File: config.mk
export PLATFORM = sky130hd
export DESIGN_NAME = alarm_latch_ctrl
export DESIGN_NICKNAME = d
export VERILOG_FILES = /design/src/rtl/alm_pkg.sv /design/src/rtl/alm_group_reduce.sv /design/src/rtl/alm_cfg_regs.sv /design/src/rtl/alm_status_latch.sv /design/src/rtl/alm_read_port.sv /design/src/rtl/alarm_latch_ctrl.sv
export SDC_FILE = /design/constraint.sdc
export NUM_CORES = 1
export LEC_CHECK = 0
export ABC_AREA = 1
export BUFFER_PORTS_ARGS = -buffer_cell sky130_fd_sc_hd__buf_2
export CAP_MARGIN = 20
export CORE_MARGIN = 3
export CORE_UTILIZATION = 54
export DETAILED_ROUTE_END_ITERATION = 6
export PLACE_DENSITY = 0.8
export SYNTH_ARGS = -nofsm -noshare
export SYNTH_HDL_FRONTEND = slang
export SYNTH_SLANG_ARGS = --single-unit
File: constraint.sdc
create_clock -name clk -period 2.1 [get_ports clk]
set_clock_uncertainty 0.2 [all_clocks]
set_input_delay 0.21 -clock clk [delete_from_list [all_inputs] [get_ports clk]]
set_output_delay 0.21 -clock clk [all_outputs]
set_load 0.05 [all_outputs]
File: src/rtl/alm_pkg.sv
package alm_pkg;

    localparam int RAW_W    = 16;
    localparam int EXT_W    = 14;
    localparam int SF_BYTES = 3;
    localparam int PF_BYTES = 4;
    localparam int SF_POS   = 15;
    localparam int PF_POS   = 14;
    localparam int ADDR_W   = 4;

    typedef logic [RAW_W-1:0]  alm_vec_t;
    typedef logic [ADDR_W-1:0] reg_addr_t;

    localparam reg_addr_t ADR_RAW     = reg_addr_t'(0);
    localparam reg_addr_t ADR_STAT    = reg_addr_t'(1);
    localparam reg_addr_t ADR_EN      = reg_addr_t'(2);
    localparam reg_addr_t ADR_SF_BASE = reg_addr_t'(3);
    localparam reg_addr_t ADR_PF_BASE = reg_addr_t'(3 + SF_BYTES);

    typedef struct packed {
        logic      wr;
        reg_addr_t addr;
        alm_vec_t  data;
    } reg_req_t;

    // Write hits a given address
    function automatic logic req_hits(reg_req_t q, reg_addr_t a);
        return q.wr && (q.addr == a);
    endfunction

    // Bits requested for write-one-to-clear
    function automatic alm_vec_t w1c_bits(reg_req_t q);
        return req_hits(q, ADR_STAT) ? q.data : '0;
    endfunction

endpackage

File: src/rtl/alm_group_reduce.sv
module alm_group_reduce #(
    parameter int NBYTES = 3
) (
    input  logic [NBYTES*8-1:0]    flags_i,
    input  logic [NBYTES-1:0][7:0] mask_i,
    output logic                   hit_o
);
    logic [NBYTES-1:0] byte_hit;

    for (genvar g = 0; g < NBYTES; g++) begin : g_byte
        assign byte_hit[g] = |(flags_i[g*8 +: 8] & mask_i[g]);
    end

    assign hit_o = |byte_hit;
endmodule

File: src/rtl/alm_cfg_regs.sv
module alm_cfg_regs
    import alm_pkg::*;
#(
    parameter int NSF = SF_BYTES,
    parameter int NPF = PF_BYTES
) (
    input  logic                clk,
    input  logic                rst,
    input  alm_vec_t            dflt_i,
    input  reg_req_t            req_i,
    output alm_vec_t            enable_o,
    output logic [NSF-1:0][7:0] sf_mask_o,
    output logic [NPF-1:0][7:0] pf_mask_o
);
    always_ff @(posedge clk) begin
        if (rst) begin
            enable_o <= dflt_i;
        end else if (req_hits(req_i, ADR_EN)) begin
            enable_o <= req_i.data;
        end
    end

    for (genvar g = 0; g < NSF; g++) begin : g_sf
        always_ff @(posedge clk) begin
            if (rst) begin
                sf_mask_o[g] <= '0;
            end else if (req_hits(req_i, reg_addr_t'(ADR_SF_BASE + g))) begin
                sf_mask_o[g] <= req_i.data[7:0];
            end
        end
    end

    for (genvar g = 0; g < NPF; g++) begin : g_pf
        always_ff @(posedge clk) begin
            if (rst) begin
                pf_mask_o[g] <= '0;
            end else if (req_hits(req_i, reg_addr_t'(ADR_PF_BASE + g))) begin
                pf_mask_o[g] <= req_i.data[7:0];
            end
        end
    end
endmodule

File: src/rtl/alm_status_latch.sv
module alm_status_latch
    import alm_pkg::*;
(
    input  logic     clk,
    input  logic     rst,
    input  alm_vec_t raw_i,
    input  alm_vec_t enable_i,
    input  alm_vec_t clr_i,
    output alm_vec_t status_o,
    output logic     alert_o
);
    alm_vec_t set_bits;
    alm_vec_t status_d;

    always_comb begin
        set_bits = raw_i & enable_i;
        // Set dominates clear so a coincident event is kept
        status_d = (status_o & ~clr_i) | set_bits;
    end

    always_ff @(posedge clk) begin
        if (rst) begin
            status_o <= '0;
            alert_o  <= 1'b0;
        end else begin
            status_o <= status_d;
            alert_o  <= |status_o;
        end
    end
endmodule

File: src/rtl/alm_read_port.sv
module alm_read_port
    import alm_pkg::*;
#(
    parameter int NSF = SF_BYTES,
    parameter int NPF = PF_BYTES
) (
    input  logic                clk,
    input  logic                rst,
    input  logic                rd_i,
    input  reg_addr_t           addr_i,
    input  alm_vec_t            raw_i,
    input  alm_vec_t            status_i,
    input  alm_vec_t            enable_i,
    input  logic [NSF-1:0][7:0] sf_mask_i,
    input  logic [NPF-1:0][7:0] pf_mask_i,
    output alm_vec_t            rdata_o
);
    alm_vec_t sel;

    always_comb begin
        sel = '0;
        if (addr_i == ADR_RAW)  sel = raw_i;
        if (addr_i == ADR_STAT) sel = status_i;
        if (addr_i == ADR_EN)   sel = enable_i;
        for (int i = 0; i < NSF; i++) begin
            if (addr_i == reg_addr_t'(ADR_SF_BASE + i)) sel = {8'h00, sf_mask_i[i]};
        end
        for (int i = 0; i < NPF; i++) begin
            if (addr_i == reg_addr_t'(ADR_PF_BASE + i)) sel = {8'h00, pf_mask_i[i]};
        end
    end

    always_ff @(posedge clk) begin
        if (rst) begin
            rdata_o <= '0;
        end else if (rd_i) begin
            rdata_o <= sel;
        end
    end
endmodule

File: src/rtl/alarm_latch_ctrl.sv
module alarm_latch_ctrl
    import alm_pkg::*;
(
    input  logic                  clk,
    input  logic                  rst,
    input  logic [EXT_W-1:0]      ext_alarm_i,
    input  logic [SF_BYTES*8-1:0] safe_flags_i,
    input  logic [PF_BYTES*8-1:0] perm_flags_i,
    input  logic [RAW_W-1:0]      dflt_mask_i,
    input  logic                  reg_wr_i,
    input  logic                  reg_rd_i,
    input  logic [ADDR_W-1:0]     reg_addr_i,
    input  logic [RAW_W-1:0]      reg_wdata_i,
    output logic [RAW_W-1:0]      reg_rdata_o,
    output logic                  alert_o
);
    reg_req_t                   req;
    alm_vec_t                   raw_vec;
    alm_vec_t                   status_q;
    alm_vec_t                   enable_q;
    alm_vec_t                   clr_vec;
    logic [SF_BYTES-1:0][7:0]   sf_mask;
    logic [PF_BYTES-1:0][7:0]   pf_mask;
    logic                       sf_hit;
    logic                       pf_hit;

    assign req     = '{wr: reg_wr_i, addr: reg_addr_i, data: reg_wdata_i};
    assign clr_vec = w1c_bits(req);

    alm_group_reduce #(.NBYTES(SF_BYTES)) u_sf_red (
        .flags_i (safe_flags_i),
        .mask_i  (sf_mask),
        .hit_o   (sf_hit)
    );

    alm_group_reduce #(.NBYTES(PF_BYTES)) u_pf_red (
        .flags_i (perm_flags_i),
        .mask_i  (pf_mask),
        .hit_o   (pf_hit)
    );

    always_comb begin
        raw_vec              = '0;
        raw_vec[EXT_W-1:0]   = ext_alarm_i;
        raw_vec[SF_POS]      = sf_hit;
        raw_vec[PF_POS]      = pf_hit;
    end

    alm_cfg_regs #(.NSF(SF_BYTES), .NPF(PF_BYTES)) u_cfg (
        .clk       (clk),
        .rst       (rst),
        .dflt_i    (dflt_mask_i),
        .req_i     (req),
        .enable_o  (enable_q),
        .sf_mask_o (sf_mask),
        .pf_mask_o (pf_mask)
    );

    alm_status_latch u_stat (
        .clk      (clk),
        .rst      (rst),
        .raw_i    (raw_vec),
        .enable_i (enable_q),
        .clr_i    (clr_vec),
        .status_o (status_q),
        .alert_o  (alert_o)
    );

    alm_read_port #(.NSF(SF_BYTES), .NPF(PF_BYTES)) u_rd (
        .clk       (clk),
        .rst       (rst),
        .rd_i      (reg_rd_i),
        .addr_i    (reg_addr_i),
        .raw_i     (raw_vec),
        .status_i  (status_q),
        .enable_i  (enable_q),
        .sf_mask_i (sf_mask),
        .pf_mask_i (pf_mask),
        .rdata_o   (reg_rdata_o)
    );
endmodule

==> flow_metrics.py, run 1 <==
metrics = {
    "clocking": {
        "postCtsSetupBuffers": 0,
        "clk_pin_slew_ns": 0.11,
        "root_buffer": "clkbuf_8",
        "clk_latency_ns": 0.38,
        "cts_tree": "built",
        "clock_path_buffers": 2,
        "cts_resized": 0,
        "cts.htree.levels": 3,
        "cts_sinks": 105,
        "numCtsBuffers": 9,
        "ctsHoldBuffers": 33,
    },
    "floorplan": {
        "die_y_um": 105,
        "io_pins": 127,
        "initial_utilization_pct": 56.5,
        "die_w_um": 105,
        "dieArea_um2": 11000,
        "fp-row-count": 35,
        "core_um2": 9370,
    },
    "drt": {
        "postRouteAntennaNets": 0,
        "wl_per_cell_um": 16.8,
        "wl_um": 17400,
        "remaining_drc_errors": 0,
        "drtIter0Drc": 551,
        "dr_total_vias": 5775,
        "dr.pass1.iters": 6,
        "via_per_inst": 5.58,
    },
    "logic_synthesis": {
        "async_flop_share_pct": 0,
        "ys_warn_count": 0,
        "synth_most_common_cell": "nand2_1",
        "synth_top_area_share_pct": 33.7,
        "synth_seq_area_share_pct": 42.7,
        "netlist_area_um2": 5290,
        "synth_edf_count": 16,
        "synth.net_count": 865,
        "synthCells": 755,
        "ys_types": 31,
        "synth_seq_cells": 105,
        "synth-compound-area-share_pct": 18.6,
        "synth.avg_cell_area_um2": 7.01,
        "synth-adder-area-share_pct": 0,
        "ys.flop_type": "dfxtp_1",
        "yosysTopAreaCell": "dfxtp_1",
        "synth_top_family_by_area": "simple AND/OR/NAND/NOR gates",
        "netlist_top_cells_count": "nand2_1 (234), dfxtp_1 (89), a21oi_1 (85)",
        "muxShareOfSynthArea_pct": 0,
        "synth-xor-area-share_pct": 0,
        "synthTopCellsByArea": "dfxtp_1 (34%), nand2_1 (17%), edfxtp_1 (9.1%)",
        "synth-simple-area-share_pct": 29.7,
    },
    "layout": {
        "seq_area_um2": 2260,
        "num-fill-cells": 783,
        "multi_input_area_um2": 2550,
        "area_delta_synth_final_pct": 23.5,
        "diodes": 0,
        "drive_gt1_share_pct": 21.6,
        "nets": 1011,
        "final_area_um2": 6540,
    },
    "worst_setup_path": {
        "cp.buffers_inverters": 3,
        "slowest_stage": "dlygate4sd3_1",
        "crit_top_cell": "nand2_2",
        "crit_path_end_kind": "flip-flop",
        "crit_type": "primary input to flip-flop",
        "worstPathCellList": "buf_2 -> nand2_2 -> nor2_2 -> buf_4 -> nand2_2 -> o21ai_0 -> a21oi_1 -> dlygate4sd3_1",
        "cp_top_family": "buffers and inverters",
        "critical_path.max_stage_delay_ns": 0.58,
        "crit_path_max_fanout": 16,
        "critPathRequiredTime_ns": 2.17,
        "worstSetupStartpointType": "primary input",
        "cp_data_arrival_time_ns": 1.95,
    },
    "sta": {
        "relSlewSlack_pct": 67.8,
        "rsz0062_at_grt": "false",
        "setup_tns_ns": 0,
        "finalCriticalPeriod_ns": 1.88,
        "drv_slew": 0,
        "period_share_pct": 89.3,
        "setup_violations": 0,
        "max_freq_mhz": 533,
        "tightest_slew_ns": 0.482,
        "finalWorstSetupSlack_ns": 0.225,
        "whs_ns": 0.0129,
        "hold_viol": 0,
    },
    "grt": {
        "grt_pass1_wl_um": 27200,
        "track_usage_pct": 30.8,
        "grt_max_degree": 105,
        "met3_usage_pct": 4.39,
        "grtUsageMet2_pct": 52.9,
        "antenna_found_initial": 0,
        "grt-ovfl-total": 0,
        "top_usage_layer": "met2",
        "grt_use_met1_pct": 40.9,
        "grt_pass1_vias": 5379,
    },
    "placement": {
        "portBuffers": 126,
        "postPlaceCellArea_um2": 6010,
        "place_congestion": 0.965,
        "dp_hpwl_um": 12400,
        "dp_slack_ns": 0.202,
    },
    "power_and_ir_drop": {
        "netSwitchingFraction_pct": 29.1,
        "comb_power_share_pct": 15.6,
        "vdd_ir_drop_max_v": 0.000347,
        "p_clk_share_pct": 30.6,
        "p_leak_nw": 2.76,
        "pwr-share-seq_pct": 53.8,
        "p_switching_mw": 1.19,
        "power.density_nw_per_um2": 623,
        "internal_power_mw": 2.89,
    },
    "status": {
        "outcome": "finished clean",
    },
    "flow_run": {
        "cap_violations": 0,
    },
    "hold_path": {
        "hp-class": "primary input to flip-flop",
    },
}
state kept, by name, indices dropped and copies added, names as in the netlist:
name	cells
u_cfg.enable_o	16
u_cfg.pf_mask_o	32
u_cfg.sf_mask_o	24
u_rd.rdata_o	16
u_stat.alert_o	1
u_stat.status_o	16
worst register-to-register path, stage by stage, from the launching register on:
cell     delay, ns
dfxtp_1       0.35
nand2_1       0.06
nand2_1       0.05
nor2_1        0.09
nand4_1       0.14
nor2_1        0.18
nand2_1       0.13
nand2_1       0.07
nand2_1       0.04
nand2_1       0.07
a21oi_1       0.06
power groups by stage:
stage	sequential (mW)	clock [mW]	combinational [mW]
final	2.19	1.25	0.635
after global routing	2.20	1.33	0.687
after CTS	2.19	1.25	0.619
after detailed placement	2.23	0	0.568
after global placement	2.23	0	0.555
after floorplan	2.25	0	0.298
metrics by stage:
| stage | total power [mW] | std cells | utilization, % |
|---|---|---|---|
| 2_1_floorplan | 2.55 | 755 | - |
| 3_3_place_gp | 2.79 | 986 | 64.1 |
| 3_5_place_dp | 2.80 | 986 | 64.1 |
| 4_1_cts | 4.06 | 1035 | 69.8 |
| 5_1_grt | 4.22 | 1035 | 69.8 |
| 6_report | 4.07 | 1035 | 69.8 |
placed cells by master (no fill, tap or decap):
cell type	netlist	final
buf_2	7	126
nor2_4	4	4
nor4_1	3	3
inv_6	0	1
nor2_8	1	1
a21oi_2	6	6
dlygate4sd3_1	0	33
clkinv_1	1	1
nand2_1	234	234
o211ai_1	6	6
inv_1	65	65
a22o_1	13	13
nand2_2	10	10
nand4_1	17	17
nor3_1	1	1
nand3_1	49	49
nor2_1	29	29
buf_4	2	14
nand3b_1	1	1
a31oi_1	1	1
clkinv_4	0	3
edfxtp_1	16	16
dfxtp_1	89	89
inv_4	1	1
o21ai_1	3	3
a21oi_1	85	85
inv_8	0	1
o21ai_0	63	63
nor2_2	10	10
nand2_4	1	1
buf_12	0	1
inv_2	6	6
a221oi_1	1	1
clkbuf_8	0	11
worst paths after layout:
path                                   start                             to  slack (ns)  depth (start not counted)
max reg2reg  u_cfg.pf_mask_o[3]$_SDFFE_PP0P_  u_rd.rdata_o[14]$_SDFFE_PP0P_        0.53                         10
max                            reg_addr_i[0]  u_stat.status_o[9]$_SDFF_PP0_        0.22                          8
min                          reg_wdata_i[15]   u_cfg.enable_o[15]$_DFFE_PP_        0.01                          3
min reg2reg     u_rd.rdata_o[3]$_SDFFE_PP0P_   u_rd.rdata_o[3]$_SDFFE_PP0P_        0.27                          2
per-layer routing:
metal	vias to the layer above	wire [um]
met5	-	0
met2	345	8340
met3	41	1730
li1	2769	-
met4	0	336
met1	2620	7020
cell families after synthesis:
family | count (synthesis)
flip-flops | 105
AND/OR/NAND/NOR | 360
AO/OA/AOI/OAI | 178
buffers and inverters | 112
cell type report:
| type | count | area share, % |
|---|---|---|
| Multi-Input combinational cell | 538 | 39.1 |
| Inverter | 73 | 4.23 |
| Timing Repair Buffer | 174 | 16.6 |
| Sequential cell | 105 | 34.6 |
| Tap cell | 129 | 2.47 |
| Clock buffer | 11 | 2.32 |
| Clock inverter | 5 | 0.708 |
(Power assumes the default switching activity.)
==> run 2, diff against run 1 <==
--- a/config.mk
+++ b/config.mk
@@ -6,12 +6,13 @@
 export NUM_CORES = 1
 export LEC_CHECK = 0
 export ABC_AREA = 1
+export ABC_CLOCK_PERIOD_IN_PS = 2350
 export BUFFER_PORTS_ARGS = -buffer_cell sky130_fd_sc_hd__buf_2
 export CAP_MARGIN = 20
 export CORE_MARGIN = 3
-export CORE_UTILIZATION = 54
+export CORE_UTILIZATION = 57
 export DETAILED_ROUTE_END_ITERATION = 6
-export PLACE_DENSITY = 0.8
+export PLACE_DENSITY = 0.84
 export SYNTH_ARGS = -nofsm -noshare
 export SYNTH_HDL_FRONTEND = slang
 export SYNTH_SLANG_ARGS = --single-unit
==> constraint.sdc (replaced) <==
create_clock -name clk -period 2.35 [get_ports clk]
set_clock_uncertainty 0.2 [all_clocks]
set_input_delay 0.235 -clock clk [delete_from_list [all_inputs] [get_ports clk]]
set_output_delay 0.235 -clock clk [all_outputs]
set_load 0.05 [all_outputs]
==> flow_metrics.py, run 2 (synthesis gave the netlist of run 1 again) <==
metrics = {
    "grt": {
        "track_usage_pct": 32.9,
        "grt_max_degree": 105,
        "antenna_found_initial": 0,
        "grt_pass1_vias": 5495,
        "grt-ovfl-total": 0,
        "grt_pass1_wl_um": 26600,
    },
    "hold_path": {
        "hp-class": "primary input to flip-flop",
        "min_path_cells": 3,
    },
    "floorplan": {
        "die_y_um": 102,
        "fp-row-count": 34,
        "io_pins": 127,
        "die_w_um": 102,
        "dieArea_um2": 10500,
        "core_um2": 8890,
        "initial_utilization_pct": 59.5,
    },
    "placement": {
        "postPlaceCellArea_um2": 5930,
        "placed_cells": 958,
        "dp_hpwl_um": 12600,
        "portBuffers": 126,
        "dp_slack_ns": 0.277,
        "place_congestion": 0.956,
    },
    "sta": {
        "tightest_slew_ns": 0.541,
        "drv_slew": 0,
        "max_freq_mhz": 565,
        "hold_viol": 0,
        "rsz0062_at_grt": "false",
        "setup_tns_ns": 0,
        "finalCriticalPeriod_ns": 1.77,
        "whs_ns": 0.0237,
        "finalWorstSetupSlack_ns": 0.581,
        "relSlewSlack_pct": 63.9,
        "period_share_pct": 75.3,
        "setup_violations": 0,
    },
    "clocking": {
        "clk_latency_ns": 0.37,
        "clk_pin_slew_ns": 0.10,
        "root_buffer": "clkbuf_8",
        "clock_path_buffers": 2,
        "numCtsBuffers": 9,
        "cts.htree.levels": 3,
        "cts_sinks": 105,
        "cts_tree": "built",
    },
    "layout": {
        "fin_util_pct": 72.2,
        "stdcell_count": 1004,
        "largest_register": "u_cfg.pf_mask_o",
        "area_delta_synth_final_pct": 21.3,
        "largest_register_ffs": 32,
        "nets": 1001,
        "layout_common_cells": "nand2_1 (234), buf_2 (126), dfxtp_1 (89), a21oi_1 (85), inv_1 (65)",
        "final_common_cell": "nand2_1",
        "top_regs": "u_cfg.pf_mask_o: 32 flops, u_cfg.sf_mask_o: 24 flops",
        "drive_gt1_share_pct": 21.0,
        "num-fill-cells": 722,
        "final_area_um2": 6420,
        "diodes": 0,
    },
    "drt": {
        "postRouteAntennaNets": 0,
        "dr_total_vias": 5837,
        "remaining_drc_errors": 0,
        "drtIter0Drc": 460,
        "dr.pass1.iters": 6,
        "via_per_inst": 5.81,
        "wl_um": 17300,
        "wl_per_cell_um": 17.2,
    },
    "power_and_ir_drop": {
        "vdd_ir_drop_max_v": 0.000387,
        "p_leak_nw": 2.70,
        "power.density_nw_per_um2": 564,
        "fin_total_pwr_mw": 3.62,
    },
    "status": {
        "outcome": "finished clean",
    },
    "flow_run": {
        "cap_violations": 0,
    },
    "worst_setup_path": {
        "worstSetupStartpointType": "primary input",
        "crit_path_end_kind": "flip-flop",
        "crit_type": "primary input to flip-flop",
        "critPathRequiredTime_ns": 2.45,
        "reg2reg_depth": 8,
        "cp_data_arrival_time_ns": 1.87,
        "crit_path_max_fanout": 11,
    },
}
==> run 2: cell count changes in the layout (fill, tap and decap cells not counted) <==
cell and change:
inv_8 -1, clkinv_4 -3, clkinvlp_4 +1, dlygate4sd3_1 -3
buf_4 -7, clkbuf_1 +1, inv_6 +2
==> run 2: layout make-up <==
class	count	area, um^2	area share (%)
inverters	73	277	4.31
clock buffers	12	155	2.42
repair buffers	164	1000	15.6
clock inverters	4	33.8	0.526
flip-flops and latches	105	2260	35.2
multi-input cells	538	2550	39.8
well taps	108	135	2.10
==> run 2: where the power goes <==
part	switching (mW)	internal [mW]
clock	0.650	0.457
combinational	0.348	0.205
sequential	0.0553	1.91
total	1.05	2.57
==> run 2: worst paths after layout <==
kind         slack, ns                        startpoint                            end
max               0.58                     reg_addr_i[3]   u_rd.rdata_o[3]$_SDFFE_PP0P_
min               0.02                   reg_wdata_i[11]   u_cfg.enable_o[11]$_DFFE_PP_
max reg2reg       0.76  u_cfg.sf_mask_o[16]$_SDFFE_PP0P_  u_rd.rdata_o[15]$_SDFFE_PP0P_
min reg2reg       0.27      u_rd.rdata_o[3]$_SDFFE_PP0P_   u_rd.rdata_o[3]$_SDFFE_PP0P_
==> run 2: repair_timing <==
item,4_1_cts,5_1_grt
hold endpoints to repair,30,0
resized for setup,0,0
setup buffers,0,0
hold buffers,30,0
==> run 2: worst max-delay path, stage by stage <==
cell,delay (ns)
buf_2,0.13
nor2_1,0.33
nand2_2,0.27
inv_2,0.24
nand2_1,0.11
nand4_1,0.12
nor2_1,0.07
nand3b_1,0.14
nand2_1,0.09
a21oi_1,0.12
==> run 2: metal layers <==
layer  wire length, um  vias to the layer above  part of all wire [%]  global-route usage [%]
li1                  -                     2751                     -                       -
met1              6600                     2634                    38                    41.0
met2              8130                      380                    47                    54.1
met3              1810                       72                    10                    7.51
met4               759                        0                   4.4                    15.7
met5                 0                        -                     0                       0
==> run 3, diff against run 2 <==
--- a/config.mk
+++ b/config.mk
@@ -6,13 +6,13 @@
 export NUM_CORES = 1
 export LEC_CHECK = 0
 export ABC_AREA = 1
-export ABC_CLOCK_PERIOD_IN_PS = 2350
+export ABC_CLOCK_PERIOD_IN_PS = 1600
 export BUFFER_PORTS_ARGS = -buffer_cell sky130_fd_sc_hd__buf_2
 export CAP_MARGIN = 20
 export CORE_MARGIN = 3
-export CORE_UTILIZATION = 57
+export CORE_UTILIZATION = 49
 export DETAILED_ROUTE_END_ITERATION = 6
-export PLACE_DENSITY = 0.84
+export PLACE_DENSITY = 0.77
 export SYNTH_ARGS = -nofsm -noshare
 export SYNTH_HDL_FRONTEND = slang
 export SYNTH_SLANG_ARGS = --single-unit
==> constraint.sdc (replaced) <==
create_clock -name clk -period 1.6 [get_ports clk]
set_clock_uncertainty 0.2 [all_clocks]
set_input_delay 0.16 -clock clk [delete_from_list [all_inputs] [get_ports clk]]
set_output_delay 0.16 -clock clk [all_outputs]
set_load 0.05 [all_outputs]
==> flow_metrics.py, run 3 (synthesis gave the netlist of run 1 again) <==
metrics = {
    "status": {
        "outcome": "finished clean",
    },
    "drt": {
        "dr.pass1.iters": 5,
        "postRouteAntennaNets": 0,
        "wl_um": 17100,
        "wl_per_cell_um": 15.6,
        "drtIter0Drc": 505,
        "remaining_drc_errors": 0,
        "dr_total_vias": 5772,
        "via_per_inst": 5.28,
    },
    "power_and_ir_drop": {
        "vdd_ir_drop_max_v": 0.000409,
        "power.density_nw_per_um2": 782,
        "fin_total_pwr_mw": 5.52,
        "p_leak_nw": 3.03,
    },
    "sta": {
        "finalWorstSetupSlack_ns": 0.00562,
        "tightest_slew_ns": 0.382,
        "drv_slew": 0,
        "setup_tns_ns": 0,
        "whs_ns": 0.103,
        "rsz0062_at_grt": "true",
        "relSlewSlack_pct": 74.3,
        "period_share_pct": 99.6,
        "max_freq_mhz": 627,
        "finalCriticalPeriod_ns": 1.59,
        "hold_viol": 0,
        "setup_violations": 0,
    },
    "worst_setup_path": {
        "cp_data_arrival_time_ns": 1.53,
        "crit_type": "primary input to flip-flop",
        "critPathRequiredTime_ns": 1.54,
        "crit_path_end_kind": "flip-flop",
        "worstSetupStartpointType": "primary input",
        "crit_path_max_fanout": 1,
    },
    "clocking": {
        "clock_path_buffers": 2,
        "clk_pin_slew_ns": 0.12,
        "cts_tree": "built",
        "clk_latency_ns": 0.37,
        "cts.htree.levels": 3,
        "cts_sinks": 105,
        "root_buffer": "clkbuf_8",
        "numCtsBuffers": 9,
    },
    "layout": {
        "multi_input_area_um2": 2570,
        "final_area_um2": 7060,
        "stdcell_count": 1094,
        "area_delta_synth_final_pct": 33.3,
        "diodes": 0,
        "drive_gt1_share_pct": 25.3,
        "top_regs": "u_cfg.pf_mask_o: 32 flops, u_cfg.sf_mask_o: 24 flops",
        "final_common_cell": "nand2_1",
        "largest_register_ffs": 32,
        "largest_register": "u_cfg.pf_mask_o",
        "seq_area_um2": 2270,
        "nets": 1063,
        "num-fill-cells": 880,
        "layout_common_cells": "nand2_1 (231), buf_2 (125), a21oi_1 (85), dfxtp_1 (83), inv_1 (64)",
        "fin_util_pct": 67.7,
    },
    "floorplan": {
        "die_y_um": 110,
        "fp-row-count": 37,
        "dieArea_um2": 12100,
        "core_um2": 10400,
        "io_pins": 127,
        "die_w_um": 110,
        "initial_utilization_pct": 50.8,
    },
    "flow_run": {
        "cap_violations": 0,
    },
    "placement": {
        "placed_cells": 1025,
        "postPlaceCellArea_um2": 6310,
        "portBuffers": 126,
        "place_congestion": 0.913,
        "dp_slack_ns": -0.228,
        "dp_hpwl_um": 12100,
    },
    "grt": {
        "antenna_found_initial": 0,
        "track_usage_pct": 28.8,
        "grt_max_degree": 83,
        "grt-ovfl-total": 0,
        "grt_pass1_wl_um": 26800,
        "grt_pass1_vias": 5497,
    },
    "hold_path": {
        "hp-class": "primary input to flip-flop",
    },
}
-- run 3: power breakdown --
group          total (mW)  internal [mW]  switching, mW
Sequential           2.87           2.80         0.0716
Combinational       0.919          0.389          0.530
Clock                1.73          0.748          0.984
Total                5.52           3.94           1.59
-- run 3: cell type report --
cell class	count	area share (%)
sequential	105	32.2
tap	136	2.41
inverter	73	3.92
clock buffer	10	1.81
clock inverter	6	1.06
multi-input combinational	538	36.4
timing repair buffer	226	22.3
-- run 3: repair_timing --
| action | CTS | global route |
|---|---|---|
| endpoints found under the hold margin | 73 | 0 |
| hold buffers | 56 | 0 |
| buffers inserted | 0 | 3 |
| setup endpoints to repair | 0 | 16 |
| resized for setup | 0 | 13 |
-- run 3: worst paths after layout --
kind	depth (start not counted)	startpoint	end	slack (ns)
setup reg to reg	8	u_cfg.sf_mask_o[16]$_SDFFE_PP0P_	u_rd.rdata_o[15]$_SDFFE_PP0P_	0.05
hold / removal	3	rst	u_stat.status_o[9]$_SDFF_PP0_	0.10
setup / recovery	5	dflt_mask_i[12]	u_cfg.enable_o[12]$_DFFE_PP_	0.006
hold reg to reg	2	u_rd.rdata_o[14]$_SDFFE_PP0P_	u_rd.rdata_o[14]$_SDFFE_PP0P_	0.27
-- run 3: worst max-delay path, cell delays in order --
cell and delay [ns]:
dlygate4sd3_1 0.55, buf_2 0.13, nand2_1 0.05, o21ai_0 0.07, dlygate4sd3_1 0.57
-- run 3: layer usage --
metal	GRT usage, %	part of all wire [%]	up-vias
li1	-	-	2884
met1	37.8	43	2579
met2	48.1	47	261
met3	3.99	7.3	48
met4	10.9	3.0	0
met5	0	0	-
